--- config.mk ---
export PLATFORM = sky130hd
export DESIGN_NAME = alu8_cc_unit
export DESIGN_NICKNAME = d
export VERILOG_FILES = /design/src/rtl/alu8_pkg.sv /design/src/rtl/alu8_addsub.sv /design/src/rtl/alu8_unary.sv /design/src/rtl/alu8_daa.sv /design/src/rtl/alu8_mul.sv /design/src/rtl/alu8_cc_unit.sv
export SDC_FILE = /design/constraint.sdc
export NUM_CORES = 1
export LEC_CHECK = 0
export BUFFER_PORTS_ARGS = -buffer_cell sky130_fd_sc_hd__buf_4
export CORE_ASPECT_RATIO = 0.7
export CORE_MARGIN = 3
export CORE_UTILIZATION = 50
export CTS_BUF_LIST = sky130_fd_sc_hd__clkbuf_16
export DETAILED_ROUTE_END_ITERATION = 10
export PLACE_DENSITY = 0.71
export SYNTH_ARGS = -nofsm -noshare
export SYNTH_HDL_FRONTEND = slang
export SYNTH_SLANG_ARGS = --single-unit
--- constraint.sdc ---
create_clock -name clk_i -period 7.3 [get_ports clk_i]
set_input_delay 0.365 -clock clk_i [delete_from_list [all_inputs] [get_ports clk_i]]
set_output_delay 0.365 -clock clk_i [all_outputs]
set_load 0.01 [all_outputs]
--- src/rtl/alu8_pkg.sv ---
package alu8_pkg;
  localparam int unsigned DW  = 8;
  localparam int unsigned OPW = 5;

  localparam int unsigned FC = 0;
  localparam int unsigned FV = 1;
  localparam int unsigned FZ = 2;
  localparam int unsigned FN = 3;
  localparam int unsigned FH = 5;

  typedef enum logic [OPW-1:0] {
    OP_ADD = 5'd0,  OP_ADC = 5'd1,  OP_SUB = 5'd2,  OP_SBC = 5'd3,
    OP_CMP = 5'd4,  OP_AND = 5'd5,  OP_OR  = 5'd6,  OP_XOR = 5'd7,
    OP_BIT = 5'd8,  OP_TST = 5'd9,  OP_LD  = 5'd10, OP_CLR = 5'd11,
    OP_COM = 5'd12, OP_NEG = 5'd13, OP_INC = 5'd14, OP_DEC = 5'd15,
    OP_ASL = 5'd16, OP_ASR = 5'd17, OP_LSR = 5'd18, OP_ROL = 5'd19,
    OP_ROR = 5'd20, OP_DAA = 5'd21, OP_SEX = 5'd22, OP_MUL = 5'd23
  } op_e;
endpackage

--- src/rtl/alu8_addsub.sv ---
module alu8_addsub #(
  parameter int unsigned W = 8
) (
  input  logic [W-1:0] a_i,
  input  logic [W-1:0] b_i,
  input  logic         cin_i,
  input  logic         sub_i,
  output logic [W-1:0] res_o,
  output logic         c_o,
  output logic         v_o,
  output logic         h_o
);
  localparam int unsigned HB = 4;
  logic [W-1:0] bb;
  logic         ci;
  logic [W:0]   sum;
  logic [HB:0]  hsum;

  always_comb begin
    bb    = sub_i ? ~b_i : b_i;
    ci    = sub_i ? ~cin_i : cin_i;
    sum   = {1'b0, a_i} + {1'b0, bb} + (W+1)'(ci);
    hsum  = {1'b0, a_i[HB-1:0]} + {1'b0, bb[HB-1:0]} + (HB+1)'(ci);
    res_o = sum[W-1:0];
    c_o   = sum[W] ^ sub_i;  // borrow sense on subtract
    v_o   = (a_i[W-1] == bb[W-1]) && (sum[W-1] != a_i[W-1]);
    h_o   = hsum[HB];
  end
endmodule

--- src/rtl/alu8_unary.sv ---
module alu8_unary
  import alu8_pkg::*;
#(
  parameter int unsigned W = 8
) (
  input  op_e          op_i,
  input  logic [W-1:0] a_i,
  input  logic         cin_i,
  output logic [W-1:0] res_o,
  output logic         c_o,
  output logic         v_o
);
  localparam logic [W-1:0] SMIN = {1'b1, {(W-1){1'b0}}};
  localparam logic [W-1:0] SMAX = {1'b0, {(W-1){1'b1}}};

  always_comb begin
    res_o = a_i;
    c_o   = cin_i;
    v_o   = 1'b0;
    unique case (op_i)
      OP_CLR: res_o = '0;
      OP_COM: res_o = ~a_i;
      OP_NEG: begin
        res_o = '0 - a_i;
        c_o   = |a_i;
        v_o   = (a_i == SMIN);
      end
      OP_INC: begin res_o = a_i + 1'b1; v_o = (a_i == SMAX); end
      OP_DEC: begin res_o = a_i - 1'b1; v_o = (a_i == SMIN); end
      OP_ASL, OP_ROL: begin
        res_o = {a_i[W-2:0], (op_i == OP_ROL) ? cin_i : 1'b0};
        c_o   = a_i[W-1];
        v_o   = a_i[W-1] ^ a_i[W-2];
      end
      OP_ASR: begin res_o = {a_i[W-1], a_i[W-1:1]}; c_o = a_i[0]; end
      OP_LSR: begin res_o = {1'b0, a_i[W-1:1]};     c_o = a_i[0]; end
      OP_ROR: begin res_o = {cin_i, a_i[W-1:1]};    c_o = a_i[0]; end
      default: ;
    endcase
  end
endmodule

--- src/rtl/alu8_daa.sv ---
module alu8_daa (
  input  logic [7:0] a_i,
  input  logic       h_i,
  input  logic       c_i,
  output logic [7:0] res_o,
  output logic       c_o
);
  logic lo_big, hi_big, hi_nine, fix_lo, fix_hi;

  always_comb begin
    lo_big  = a_i[3:0] > 4'd9;
    hi_big  = a_i[7:4] > 4'd9;
    hi_nine = a_i[7:4] > 4'd8;
    fix_lo  = h_i | lo_big;
    fix_hi  = c_i | hi_big | (hi_nine & lo_big);
    res_o   = a_i + {1'b0, fix_hi, fix_hi, 2'b00, fix_lo, fix_lo, 1'b0};
    c_o     = c_i | fix_hi;
  end
endmodule

--- src/rtl/alu8_mul.sv ---
module alu8_mul #(
  parameter int unsigned W = 8
) (
  input  logic [W-1:0]   a_i,
  input  logic [W-1:0]   b_i,
  output logic [2*W-1:0] p_o
);
  localparam int unsigned PW = 2 * W;
  logic [PW-1:0] pp [W];

  // shift-and-add partial products
  for (genvar i = 0; i < W; i++) begin : g_pp
    assign pp[i] = b_i[i] ? (PW'(a_i) << i) : '0;
  end

  always_comb begin
    p_o = '0;
    for (int i = 0; i < W; i++) p_o = p_o + pp[i];
  end
endmodule

--- src/rtl/alu8_cc_unit.sv ---
module alu8_cc_unit
  import alu8_pkg::*;
#(
  parameter logic [7:0] CC_RST = 8'h50
) (
  input  logic        clk_i,
  input  logic        rst_ni,
  input  logic [4:0]  op_i,
  input  logic [7:0]  a_i,
  input  logic [7:0]  b_i,
  input  logic [7:0]  cc_i,
  input  logic        upd_i,
  output logic [7:0]  res_o,
  output logic [15:0] prod_o,
  output logic [7:0]  cc_next_o,
  output logic [7:0]  cc_q_o
);
  op_e        op;
  logic [7:0] as_res, un_res, daa_res, lv;
  logic       as_c, as_v, as_h, un_c, un_v, daa_c, as_sub, as_cin;
  logic [15:0] mul_p;
  logic [7:0] cc_n;

  assign op     = op_e'(op_i);
  assign as_sub = (op == OP_SUB) || (op == OP_SBC) || (op == OP_CMP);
  assign as_cin = ((op == OP_ADC) || (op == OP_SBC)) ? cc_i[FC] : 1'b0;

  alu8_addsub #(.W(DW)) u_as (
    .a_i(a_i), .b_i(b_i), .cin_i(as_cin), .sub_i(as_sub),
    .res_o(as_res), .c_o(as_c), .v_o(as_v), .h_o(as_h)
  );

  alu8_unary #(.W(DW)) u_un (
    .op_i(op), .a_i(a_i), .cin_i(cc_i[FC]),
    .res_o(un_res), .c_o(un_c), .v_o(un_v)
  );

  alu8_daa u_daa (
    .a_i(a_i), .h_i(cc_i[FH]), .c_i(cc_i[FC]), .res_o(daa_res), .c_o(daa_c)
  );

  alu8_mul #(.W(DW)) u_mul (.a_i(a_i), .b_i(b_i), .p_o(mul_p));

  always_comb begin
    res_o  = a_i;
    prod_o = '0;
    cc_n   = cc_i;
    lv     = '0;
    unique case (op)
      OP_ADD, OP_ADC: begin
        res_o = as_res;
        cc_n[FH] = as_h;
        cc_n[FN] = as_res[7]; cc_n[FZ] = ~|as_res;
        cc_n[FV] = as_v;      cc_n[FC] = as_c;
      end
      OP_SUB, OP_SBC, OP_CMP: begin
        if (op != OP_CMP) res_o = as_res;
        cc_n[FN] = as_res[7]; cc_n[FZ] = ~|as_res;
        cc_n[FV] = as_v;      cc_n[FC] = as_c;
      end
      OP_AND, OP_OR, OP_XOR, OP_BIT, OP_TST, OP_LD: begin
        case (op)
          OP_AND, OP_BIT: lv = a_i & b_i;
          OP_OR:          lv = a_i | b_i;
          OP_XOR:         lv = a_i ^ b_i;
          OP_LD:          lv = b_i;
          default:        lv = a_i;
        endcase
        if (op != OP_BIT && op != OP_TST) res_o = lv;
        cc_n[FN] = lv[7]; cc_n[FZ] = ~|lv; cc_n[FV] = 1'b0;
      end
      OP_CLR, OP_COM, OP_NEG, OP_INC, OP_DEC,
      OP_ASL, OP_ASR, OP_LSR, OP_ROL, OP_ROR: begin
        res_o = un_res;
        cc_n[FN] = un_res[7]; cc_n[FZ] = ~|un_res;
        case (op)
          OP_CLR:                 begin cc_n[FV] = 1'b0; cc_n[FC] = 1'b0; end
          OP_COM:                 begin cc_n[FV] = 1'b0; cc_n[FC] = 1'b1; end
          OP_NEG, OP_ASL, OP_ROL: begin cc_n[FV] = un_v; cc_n[FC] = un_c; end
          OP_INC, OP_DEC:         cc_n[FV] = un_v;
          default:                cc_n[FC] = un_c;
        endcase
      end
      OP_DAA: begin
        res_o = daa_res;
        cc_n[FN] = daa_res[7]; cc_n[FZ] = ~|daa_res; cc_n[FC] = daa_c;
      end
      OP_SEX: begin
        res_o  = {8{b_i[7]}};
        prod_o = {{8{b_i[7]}}, b_i};
        cc_n[FN] = b_i[7]; cc_n[FZ] = ~|b_i;
      end
      OP_MUL: begin
        res_o  = mul_p[7:0];
        prod_o = mul_p;
        cc_n[FZ] = ~|mul_p; cc_n[FC] = mul_p[7];
      end
      default: ;
    endcase
  end

  assign cc_next_o = cc_n;

  always_ff @(posedge clk_i or negedge rst_ni) begin
    if (!rst_ni)    cc_q_o <= CC_RST;
    else if (upd_i) cc_q_o <= cc_n;
  end
endmodule

==> results of run 1 <==
[area by class of cell]
class	count	area [um2]	share of cell area, %
multi-input cells	610	4850	78.9
repair buffers	77	581	9.45
inverters	66	248	4.03
flip-flops and latches	8	203	3.30
well taps	148	185	3.01
clock buffers	3	75.1	1.22
clock inverters	1	3.75	0.0611
[stage by stage]
step / hold slack (ns) / area (um2) / power (mW) / std cells
after floorplan: 0.0694 / 5540 / 0.571 / 730
after global placement: 0.185 / 6060 / 0.786 / 908
final: 0.380 / 6150 / 0.910 / 913
after global routing: 0.387 / 6150 / 0.998 / 913
after detailed placement: 0.190 / 6060 / 0.792 / 908
after CTS: 0.377 / 6150 / 0.894 / 913
[worst min path at each step]
stage	end	from	slack, ns	depth (start not counted)
final	cc_q_o[6]$_DFFE_PN1P_	cc_i[6]	0.38	2
after global routing	cc_q_o[4]$_DFFE_PN1P_	cc_i[4]	0.39	2
after CTS	cc_q_o[6]$_DFFE_PN1P_	cc_i[6]	0.38	2
after detailed placement	cc_q_o[2]$_DFFE_PN0P_	rst_ni	0.19	1
after global placement	cc_q_o[2]$_DFFE_PN0P_	rst_ni	0.18	1
after floorplan	cc_q_o[0]$_DFFE_PN0P_	rst_ni	0.07	0
[cell usage in the layout, fill, tap and decap left out, drive strengths merged, types with 11 or more instances in the layout]
cell	n
nand2b	15
fa	42
nand2	56
xor2	14
xnor2	20
nor4	13
o21ai	52
nor3	17
a21oi	34
nor2	81
buf	76
ha	69
a211oi	11
inv	59
nand3	11
[metal layers]
layer | track usage (%) | vias to the layer above | wire length, um
met5 | 0 | - | 0
met4 | 5.42 | 0 | 291
met3 | 12.0 | 31 | 2990
met2 | 42.4 | 427 | 7950
met1 | 49.6 | 2935 | 9480
li1 | - | 2713 | -
[worst max-delay path: cells and delay by family]
kind	cells	cell delay [ns]
adder cells (fa/ha/maj)	5	2.27
AO/OA/AOI/OAI	4	1.51
AND/OR/NAND/NOR	4	1.06
buffers and inverters	5	0.91
XOR/XNOR	1	0.22
[logic make-up (layout without fill, tap and decap cells)]
group                    Yosys count  in the layout  synth area share, %
adder cells (fa/ha/maj)          111            111                 30.8
flip-flops                         8              8                 3.66
buffers and inverters            112            147                 8.78
XOR/XNOR                          34             34                 5.71
AO/OA/AOI/OAI                    206            206                 26.1
AND/OR/NAND/NOR                  246            246                 22.4
multiplexers                      13             13                 2.55
[power groups by stage]
| stage | clock network (mW) | logic, mW | registers [mW] |
|---|---|---|---|
| after detailed placement | 0 | 0.737 | 0.0549 |
| after CTS | 0.0965 | 0.743 | 0.0543 |
| final | 0.0939 | 0.762 | 0.0545 |
| after global routing | 0.0995 | 0.843 | 0.0551 |
| after floorplan | 0 | 0.513 | 0.0578 |
| after global placement | 0 | 0.731 | 0.0547 |
==> qor.yml, run 1 <==
outcome:
  run_status: "finished clean"
cts:
  cts_resized: 0
  post_cts_buffers: 0
  cts_hold_buf: 1
  clk_latency_ns: 0.23
  cts-htree-levels: 1
  cts_tree: "yes"
  clk_pin_slew_ns: 0.04
  ctsLongestPathBuffers: 2
  cts_sinks: 8
  root_buffer: "clkbuf_16"
  numCtsBuffers: 3
yosys:
  synthCells: 730
  yosysMostFrequentCell: "nor2_1"
  yosys-top-cells-count: "nor2_1, ha_1, inv_1"
  netlist_area_um2: 5540
  synth_top_cell_by_area: "ha_1"
  synth_fp_nets: 873
  synth_ff_type: "dfrtp_1"
  ys_seq_area_share_pct: 3.66
  yosysUniqueCellTypes: 81
  yosys_warnings: 0
  synth-seq-cells: 8
  synth_edf_count: 0
  synthTopCellsByArea: "ha_1, fa_1, nor2_1"
  synthArstFlopShare_pct: 100
  syn_area_per_cell_um2: 7.59
  synth_top_area_share_pct: 15.6
power:
  power_frac_seq_pct: 6.0
  ir_drop_v: 0.000124
  power_leakage_nw: 2.78
  p_comb_share_pct: 83.7
  power.share.clock_pct: 10.3
  p_sw_mw: 0.492
  power.share.switching_pct: 54.1
  p_per_area_nw_per_um2: 148
  p_int_mw: 0.418
global_routing:
  grt_pass1_vias: 5478
  antenna_found_initial: 0
  overflow: 0
  grt_pass1_wl_mm: 31.7
  track_usage_pct: 32.3
  grt_max_degree: 40
finish:
  top_register: "cc_q_o"
  syn_to_final_growth_pct: 10.9
  n_antenna_cell: 0
  layout.nets: 909
  layout-drive-gt1-share_pct: 13.6
  largest_reg_flops: 8
  top_regs: "cc_q_o (8)"
  nFillCells: 1035
  final_util_pct: 58.0
die:
  std_cell_rows: 31
  die_h_um: 94.1
  start_util_pct: 52.3
  ios: 72
  core_area_um2: 10600
  design.die.area_um2: 12400
  die_w_um: 132
critical_path:
  crit_chain: "buf_4, clkinv_1, nor2_1, fa_1, fa_1, fa_1, inv_1, fa_1, inv_1, ha_1, a2111oi_0, o21ai_0, a41oi_1, xor2_1, o31ai_1, nor4_1, nor3_1, nor2_1, buf_4"
  rr_worst_depth: 1
  rrSetupSlack_ns: 6.54
  cp-end-kind: "primary output"
  cp.arrival_ns: 6.33
  worstSetupStartpointType: "primary input"
  crit_end: "cc_next_o[2]"
  cpMaxStageDelayCell: "a2111oi_0"
  crit_path_start: "a_i[6]"
  critPathMostFrequentCell: "fa_1"
  cpPeakStageDelay_ns: 0.66
  rr_endpoint: "cc_q_o[1]$_DFFE_PN0P_"
  worstPathRequired_ns: 6.93
  crit_type: "in2out"
  timing.rr.start: "cc_q_o[1]$_DFFE_PN0P_"
  crit_fanout: 16
sta:
  skew_ns: 0
  rsz0062_at_grt: "no"
  tightest_slew_ns: 1.18
  fmax_mhz: 149
  maxSlewHeadroom_pct: 21.5
  final.setup.worst_slack_ns: 0.610
  hold_viol: 0
  period_share_pct: 91.6
  finalMaxSlewViolations: 0
  setup_viol: 0
  period_needed_ns: 6.69
  fin_tns_setup_ns: 0
detailed_routing:
  ant_nets: 0
  dr.pass1.iters: 6
  drt_iter0_markers: 819
  drcViolationCount: 0
  routed_via_density: 6.69
  routed_wl_mm: 20.7
  vias: 6106
  wl_per_cell_um: 22.7
placed_design:
  globalplace.congestion: 1.04
  place_ws_ns: 0.798
  hpwl_mm: 16.2
  numPortBuffers: 71
job:
  cap_violations: 0
hold_path:
  worstHoldPathType: "in2reg"
Power figures use the tool's default switching activity.
==> run 2, diff against run 1 <==
PLACE_DENSITY = 0.7   (was 0.71)
SYNTH_HIERARCHICAL = 1   (was default)
==> run 2 against run 1 <==
Critical path depth grew 6. Sequential power hardly changed. Die area is 5.1% higher. Design area is 5.9% higher. Via count up 2.1%. Synthesized area is 5.4% higher. Clock power increased by 2.4%. Sequential cell count unchanged. Worst hold slack better by 0.0011 ns. Clock-buffer cell count stayed put. Utilization hardly changed. Critical path type unchanged. Critical endpoint unchanged. Highest routed layer unchanged.
==> qor.yml, run 2 <==
sta:
  whs_ns: 0.381  # +0.00110 ns
  hold_viol: 0  # unchanged
  rsz0062_at_grt: "no"
  period_share_pct: 95.6  # +4.0 points
  fmax_mhz: 143  # -4.2%
  tightest_slew_ns: 1.23  # +0.0520 ns
  finalMaxSlewViolations: 0  # unchanged
  maxSlewHeadroom_pct: 17.6  # -3.9 points
  fin_tns_setup_ns: 0  # unchanged
  skew_ns: 0  # unchanged
  period_needed_ns: 6.98  # +0.292 ns
  setup_viol: 0  # unchanged
global_routing:
  grt_pass1_wl_mm: 31.5  # -0.59%
  grt_pass1_vias: 5821  # +6.3%
  antenna_found_initial: 0  # unchanged
  grt_max_degree: 56  # +40%
  track_usage_pct: 30.2  # -2.1 points
  overflow: 0  # unchanged
critical_path:
  critPathMostFrequentCell: "fa_1"
  rr_endpoint: "cc_q_o[2]$_DFFE_PN0P_"
  cpPeakStageDelay_ns: 0.55  # -0.11 ns
  crit_path_start: "b_i[2]"
  cpMaxStageDelayCell: "fa_1"
  path_buf_inv: 3  # -2
  worstPathRequired_ns: 6.93  # about the same
  crit_type: "in2out"
  rr_worst_depth: 2  # +1
  crit_fanout: 14  # -2
  worstSetupStartpointType: "primary input"
  rrSetupSlack_ns: 6.53  # about the same
  cp.arrival_ns: 6.62  # +0.29 ns
  timing.rr.start: "cc_q_o[2]$_DFFE_PN0P_"
  critPathTopFamily: "adder cells"
  cp-end-kind: "primary output"
power:
  power.share.clock_pct: 10.0  # -0.3 points
  power_frac_seq_pct: 5.7  # -0.3 points
  ir_drop_v: 0.000121  # -3.1%
  p_per_area_nw_per_um2: 147  # -0.61%
  power.share.switching_pct: 53.1  # -1.0 points
  p_comb_share_pct: 84.3  # +0.6 points
  p_int_mw: 0.449  # +7.6%
  p_sw_mw: 0.508  # +3.3%
  power_leakage_nw: 3.21  # +15%
  power_mw: 0.958  # +5.3%
yosys:
  synthTopCellsByArea: "ha_1, fa_1, nand2_1"
  yosys-top-cells-count: "nand2_1, ha_1, inv_1"
  synth_top_cell_by_area: "ha_1"
  ys_seq_area_share_pct: 3.47  # -0.19 points
  yosysMostFrequentCell: "nand2_1"
  synth_ff_type: "dfrtp_1"
  yosys_warnings: 6  # +6
  synthArstFlopShare_pct: 100  # unchanged
  synth-seq-cells: 8  # unchanged
  netlist_area_um2: 5840  # +5.4%
  syn_area_per_cell_um2: 7.59  # about the same
  synth_top_area_share_pct: 13.7  # -1.9 points
  synth_edf_count: 0  # unchanged
  synthCells: 769  # +5.3%
  synth_fp_nets: 903  # +3.4%
  yosysUniqueCellTypes: 87  # +7.4%
cts:
  root_buffer: "clkbuf_16"
  numCtsBuffers: 3  # unchanged
  ctsLongestPathBuffers: 2  # unchanged
  cts_tree: "yes"
  clk_pin_slew_ns: 0.04  # about the same
  cts_sinks: 8  # unchanged
  post_cts_buffers: 0  # unchanged
  cts-htree-levels: 1  # unchanged
  clk_latency_ns: 0.24  # about the same
detailed_routing:
  routed_wl_mm: 20.1  # -3.0%
  dr.pass1.iters: 5  # -1
  ant_nets: 0  # unchanged
  routed_via_density: 6.45  # -3.6%
  drcViolationCount: 0  # unchanged
  drt_iter0_markers: 734  # -10%
  vias: 6237  # +2.1%
  wl_per_cell_um: 20.8  # -8.4%
finish:
  n_antenna_cell: 0  # unchanged
  largest_reg_flops: 8  # unchanged
  final_util_pct: 58.1  # about the same
  final_cell_mix: "nand2_1, buf_4, inv_1"
  multi_input_area_um2: 5180  # +6.8%
  top_regs: "cc_q_o (8)"
  top_register: "cc_q_o"
  syn_to_final_growth_pct: 11.5
  final_common_cell: "nand2_1"
  layout-drive-gt1-share_pct: 16.1  # +2.5 points
  ff_latch_area_um2: 203  # unchanged
  final_area_um2: 6510  # +5.9%
  layout.nets: 949  # +4.4%
  nFillCells: 1051  # +1.5%
hold_path:
  min_from: "cc_i[7]"
  worstHoldPathCells: 2  # unchanged
  hold_end: "cc_q_o[7]$_DFFE_PN0P_"
  worstHoldPathType: "in2reg"
placed_design:
  hpwl_mm: 15.3  # -5.3%
  place_area_um2: 6390  # +5.6%
  numPortBuffers: 71  # unchanged
  globalplace.congestion: 1.03  # -1.3%
die:
  design.die.area_um2: 13000  # +5.1%
  die_h_um: 96.4  # +2.5%
  start_util_pct: 52.1  # -0.23 points
  ios: 72  # unchanged
  core_area_um2: 11200  # +5.9%
  die_w_um: 135  # +2.5%
  std_cell_rows: 32  # +3.2%
job:
  cap_violations: 0  # unchanged
outcome:
  run_status: "finished clean"
==> run 2: changes by cell type after synthesis, moves of 7 or more <==
cell	before	now
o21ai_1	0	10
a22oi_1	4	12
mux2_2	9	16
clkinv_1	8	1
a21o_1	9	42
clkbuf_1	25	10
and2_1	4	19
or3_1	9	2
o211ai_1	10	3
nand2_1	56	112
o21ai_0	51	24
nor2_1	81	38
==> run 2: per-stage QoR <==
stage                     cells  setup WS [ns]
after detailed placement    961          0.205
after floorplan             769           1.10
final                       967          0.318
after CTS                   966          0.188
after global routing        967         0.0177
after global placement      961          0.506
==> run 2: logic make-up (layout without fill, tap and decap cells) <==
family / Yosys count / after routing / share of synthesized area (%)
AOI/OAI and AO/OA: 214 / 214 / 27.1
DFF: 8 / 8 / 3.47
and+or+nand+nor: 279 / 279 / 24.5
muxes: 20 / 20 / 3.94
adders and majority gates: 102 / 102 / 26.7
xor gates and xnor gates: 40 / 40 / 6.00
buffers and inverters: 106 / 151 / 8.18
==> run 2: cell type report <==
cell class | instances | area share [%]
Timing Repair Buffer | 81 | 9.38
Sequential cell | 8 | 3.11
Multi-Input combinational cell | 655 | 79.6
Inverter | 66 | 3.81
Clock inverter | 1 | 0.0577
Clock buffer | 3 | 1.15
Tap cell | 153 | 2.94
==> run 2: what timing repair did <==
item                                    CTS  global route
endpoints found under the setup margin    0             1
resized for setup                         0             5
hold endpoints to repair                  6             0
hold buffers                              1             0
==> run 2: power groups by stage <==
| stage | registers [mW] | clock network [mW] | logic [mW] |
|---|---|---|---|
| final | 0.0545 | 0.0962 | 0.807 |
| after global routing | 0.0555 | 0.100 | 0.884 |
| after CTS | 0.0544 | 0.0975 | 0.787 |
| after detailed placement | 0.0549 | 0 | 0.781 |
| after global placement | 0.0544 | 0 | 0.758 |
| after floorplan | 0.0574 | 0 | 0.552 |
==> run 2: worst max-delay path by stage <==
| stage | slack [ns] | end | cells past startpoint |
|---|---|---|---|
| after floorplan | 1.10 | cc_next_o[2] | 23 |
| after global placement | 0.51 | cc_next_o[2] | 26 |
| after detailed placement | 0.21 | cc_next_o[2] | 26 |
| after CTS | 0.19 | cc_next_o[2] | 26 |
| after global routing | 0.02 | cc_next_o[2] | 26 |
| final | 0.32 | cc_next_o[2] | 25 |
==> run 2: per-layer routing <==
layer	share of wire, %	GRT usage, %	routed length, um
met5	0	0	0
met1	44	43.8	8760
met3	13	9.63	2610
met2	42	44.2	8370
met4	1.8	5.62	355
==> run 3, diff against run 2 <==
MAX_ROUTING_LAYER = met4   (was default)
==> run 3 against run 2 <==
Via count up 0.80%. Sequential cell count unchanged. Critical path type unchanged. Die area unchanged. Utilization shrank 0.13 points. Clock power is 1% higher. Clock-buffer cell count unchanged. Largest cell class unchanged. Global-route usage increased by 1.3 points. Critical endpoint unchanged. Worst hold slack lost 0.0068 ns. Design area decreased by 0.23%. First-iteration DRC count rose by 12%. Clock skew unchanged. Highest routed layer unchanged. Largest power group unchanged.
==> qor.yml, run 3 (synthesized netlist as in run 2, its figures left out) <==
power:
  ir_drop_v: 0.000108  # -11%
  power_leakage_nw: 3.21  # -0.19%
  power_mw: 0.958  # about the same
  p_per_area_nw_per_um2: 147  # +0.19%
finish:
  ff_latch_area_um2: 203  # unchanged
  layout.nets: 948  # -0.11%
  final_cell_mix: "nand2_1, buf_4, inv_1"
  final_util_pct: 57.9  # -0.13 points
  largest_reg_flops: 8  # unchanged
  top_regs: "cc_q_o (8)"
  syn_to_final_growth_pct: 11.2
  top_register: "cc_q_o"
  layout-drive-gt1-share_pct: 15.7  # -0.35 points
  final_common_cell: "nand2_1"
  multi_input_area_um2: 5170  # -0.19%
  nFillCells: 1086  # +3.3%
cts:
  post_cts_buffers: 0  # unchanged
  root_buffer: "clkbuf_16"
  clk_latency_ns: 0.24  # about the same
  ctsLongestPathBuffers: 2  # unchanged
  clk_pin_slew_ns: 0.04  # about the same
  cts_tree: "yes"
  cts-htree-levels: 1  # unchanged
  cts_sinks: 8  # unchanged
  numCtsBuffers: 3  # unchanged
die:
  die_w_um: 135  # unchanged
  design.die.area_um2: 13000  # unchanged
  std_cell_rows: 32  # unchanged
  start_util_pct: 52.1  # unchanged
  ios: 72  # unchanged
  core_area_um2: 11200  # unchanged
  die_h_um: 96.4  # unchanged
global_routing:
  global_route.usage.met2_pct: 47.1  # +2.9 points
  met1_usage_pct: 47.8  # +3.9 points
  grt_pass1_vias: 5776  # -0.77%
  met3_usage_pct: 2.90  # -6.7 points
  track_usage_pct: 31.5  # +1.3 points
  antenna_found_initial: 1  # +1
  overflow: 0  # unchanged
  grt_pass1_wl_mm: 31.8  # +1.1%
  grt_max_degree: 56  # unchanged
  grt.busiest_layer: "met1"
outcome:
  run_status: "finished clean"
critical_path:
  worstPathRequired_ns: 6.93  # about the same
  crit_type: "in2out"
  cpPeakStageDelay_ns: 0.55  # about the same
  rr_endpoint: "cc_q_o[5]$_DFFE_PN0P_"
  rr_worst_depth: 1  # -1
  worstSetupStartpointType: "primary input"
  cpMaxStageDelayCell: "fa_1"
  rrSetupSlack_ns: 6.54  # about the same
  cp-end-kind: "primary output"
  timing.rr.start: "cc_q_o[5]$_DFFE_PN0P_"
  cp.arrival_ns: 6.63  # about the same
  critPathMostFrequentCell: "fa_1"
  crit_fanout: 14  # unchanged
sta:
  tightest_slew_ns: 1.27  # +0.0430 ns
  finalMaxSlewViolations: 0  # unchanged
  fin_tns_setup_ns: 0  # unchanged
  fmax_mhz: 143  # -0.24%
  rsz0062_at_grt: "no"
  final.setup.worst_slack_ns: 0.301  # -0.0170 ns
  skew_ns: 0  # unchanged
  setup_viol: 0  # unchanged
  period_needed_ns: 7.00  # +0.0170 ns
  period_share_pct: 95.9  # +0.23 points
  hold_viol: 0  # unchanged
  maxSlewHeadroom_pct: 14.5  # -3.1 points
  whs_ns: 0.374  # -0.00675 ns
detailed_routing:
  wl_per_cell_um: 21.2  # +2.2%
  dr.pass1.iters: 5  # unchanged
  drcViolationCount: 0  # unchanged
  routed_via_density: 6.50  # +0.80%
  routed_wl_mm: 20.5  # +2.2%
  drt_iter0_markers: 820  # +12%
  ant_nets: 0  # unchanged
  vias: 6287  # +0.80%
placed_design:
  hpwl_mm: 15.6  # +2.1%
  place_ws_ns: 0.253  # +0.0474 ns
  numPortBuffers: 71  # unchanged
  globalplace.congestion: 1.02  # -0.66%
hold_path:
  min_from: "cc_i[7]"
  hold_end: "cc_q_o[7]$_DFFE_PN0P_"
  worstHoldPathType: "in2reg"
  worstHoldPathCells: 2  # unchanged
job:
  cap_violations: 0  # unchanged
[run 3: cell types whose count changed in the layout (fill, tap and decap cells not counted), sizes merged]
cell	previous run	this run
clkbuf	4	3
diode	0	1
[run 3: critical path: cells and delay by family]
family	cells	cell delay [ns]
XOR/XNOR	1	0.11
buffers and inverters	4	0.52
AO/OA/AOI/OAI	8	1.49
adder cells (fa/ha/maj)	7	2.95
AND/OR/NAND/NOR	6	1.19
[run 3: how the worst max path moves through the flow]
stage	start	endpoint	slack, ns	cells after the start
6_report	b_i[2]	cc_next_o[2]	0.30	26
2_1_floorplan	a_i[0]	cc_next_o[2]	1.10	23
5_1_grt	b_i[2]	cc_next_o[2]	0.03	26
3_5_place_dp	b_i[2]	cc_next_o[2]	0.25	26
4_1_cts	b_i[2]	cc_next_o[2]	0.23	26
3_3_place_gp	b_i[2]	cc_next_o[2]	0.51	26
[run 3: final cells by class]
class / count / area share (%)
Sequential cell: 8 / 3.12
Timing Repair Buffer: 80 / 9.29
Multi-Input combinational cell: 655 / 79.6
Tap cell: 153 / 2.95
Clock inverter: 1 / 0.0578
Inverter: 66 / 3.81
Antenna cell: 1 / 0.0385
Clock buffer: 3 / 1.16
[run 3: what timing repair did]
item | in CTS | in global routing
endpoints found under the hold margin | 6 | 0
resized for setup | 0 | 2
hold buffers | 1 | 0
setup endpoints to repair | 0 | 1
[run 3: metal layers]
metal / vias to the layer above / routed length [um]
met4: 0 / 140
met3: 21 / 2200
met2: 361 / 8790
li1: 2848 / -
met5: - / 0
met1: 3057 / 9400
[run 3: power by group]
| part | switching, mW | internal (mW) |
|---|---|---|
| registers | 0.00323 | 0.0512 |
| logic | 0.478 | 0.328 |
| clock network | 0.0256 | 0.0717 |
[run 3: through the flow]
stage	instance area (um2)	cells
3_3_place_gp	6390	961
4_1_cts	6480	966
2_1_floorplan	5840	769
5_1_grt	6490	967
3_5_place_dp	6390	961
6_report	6490	967
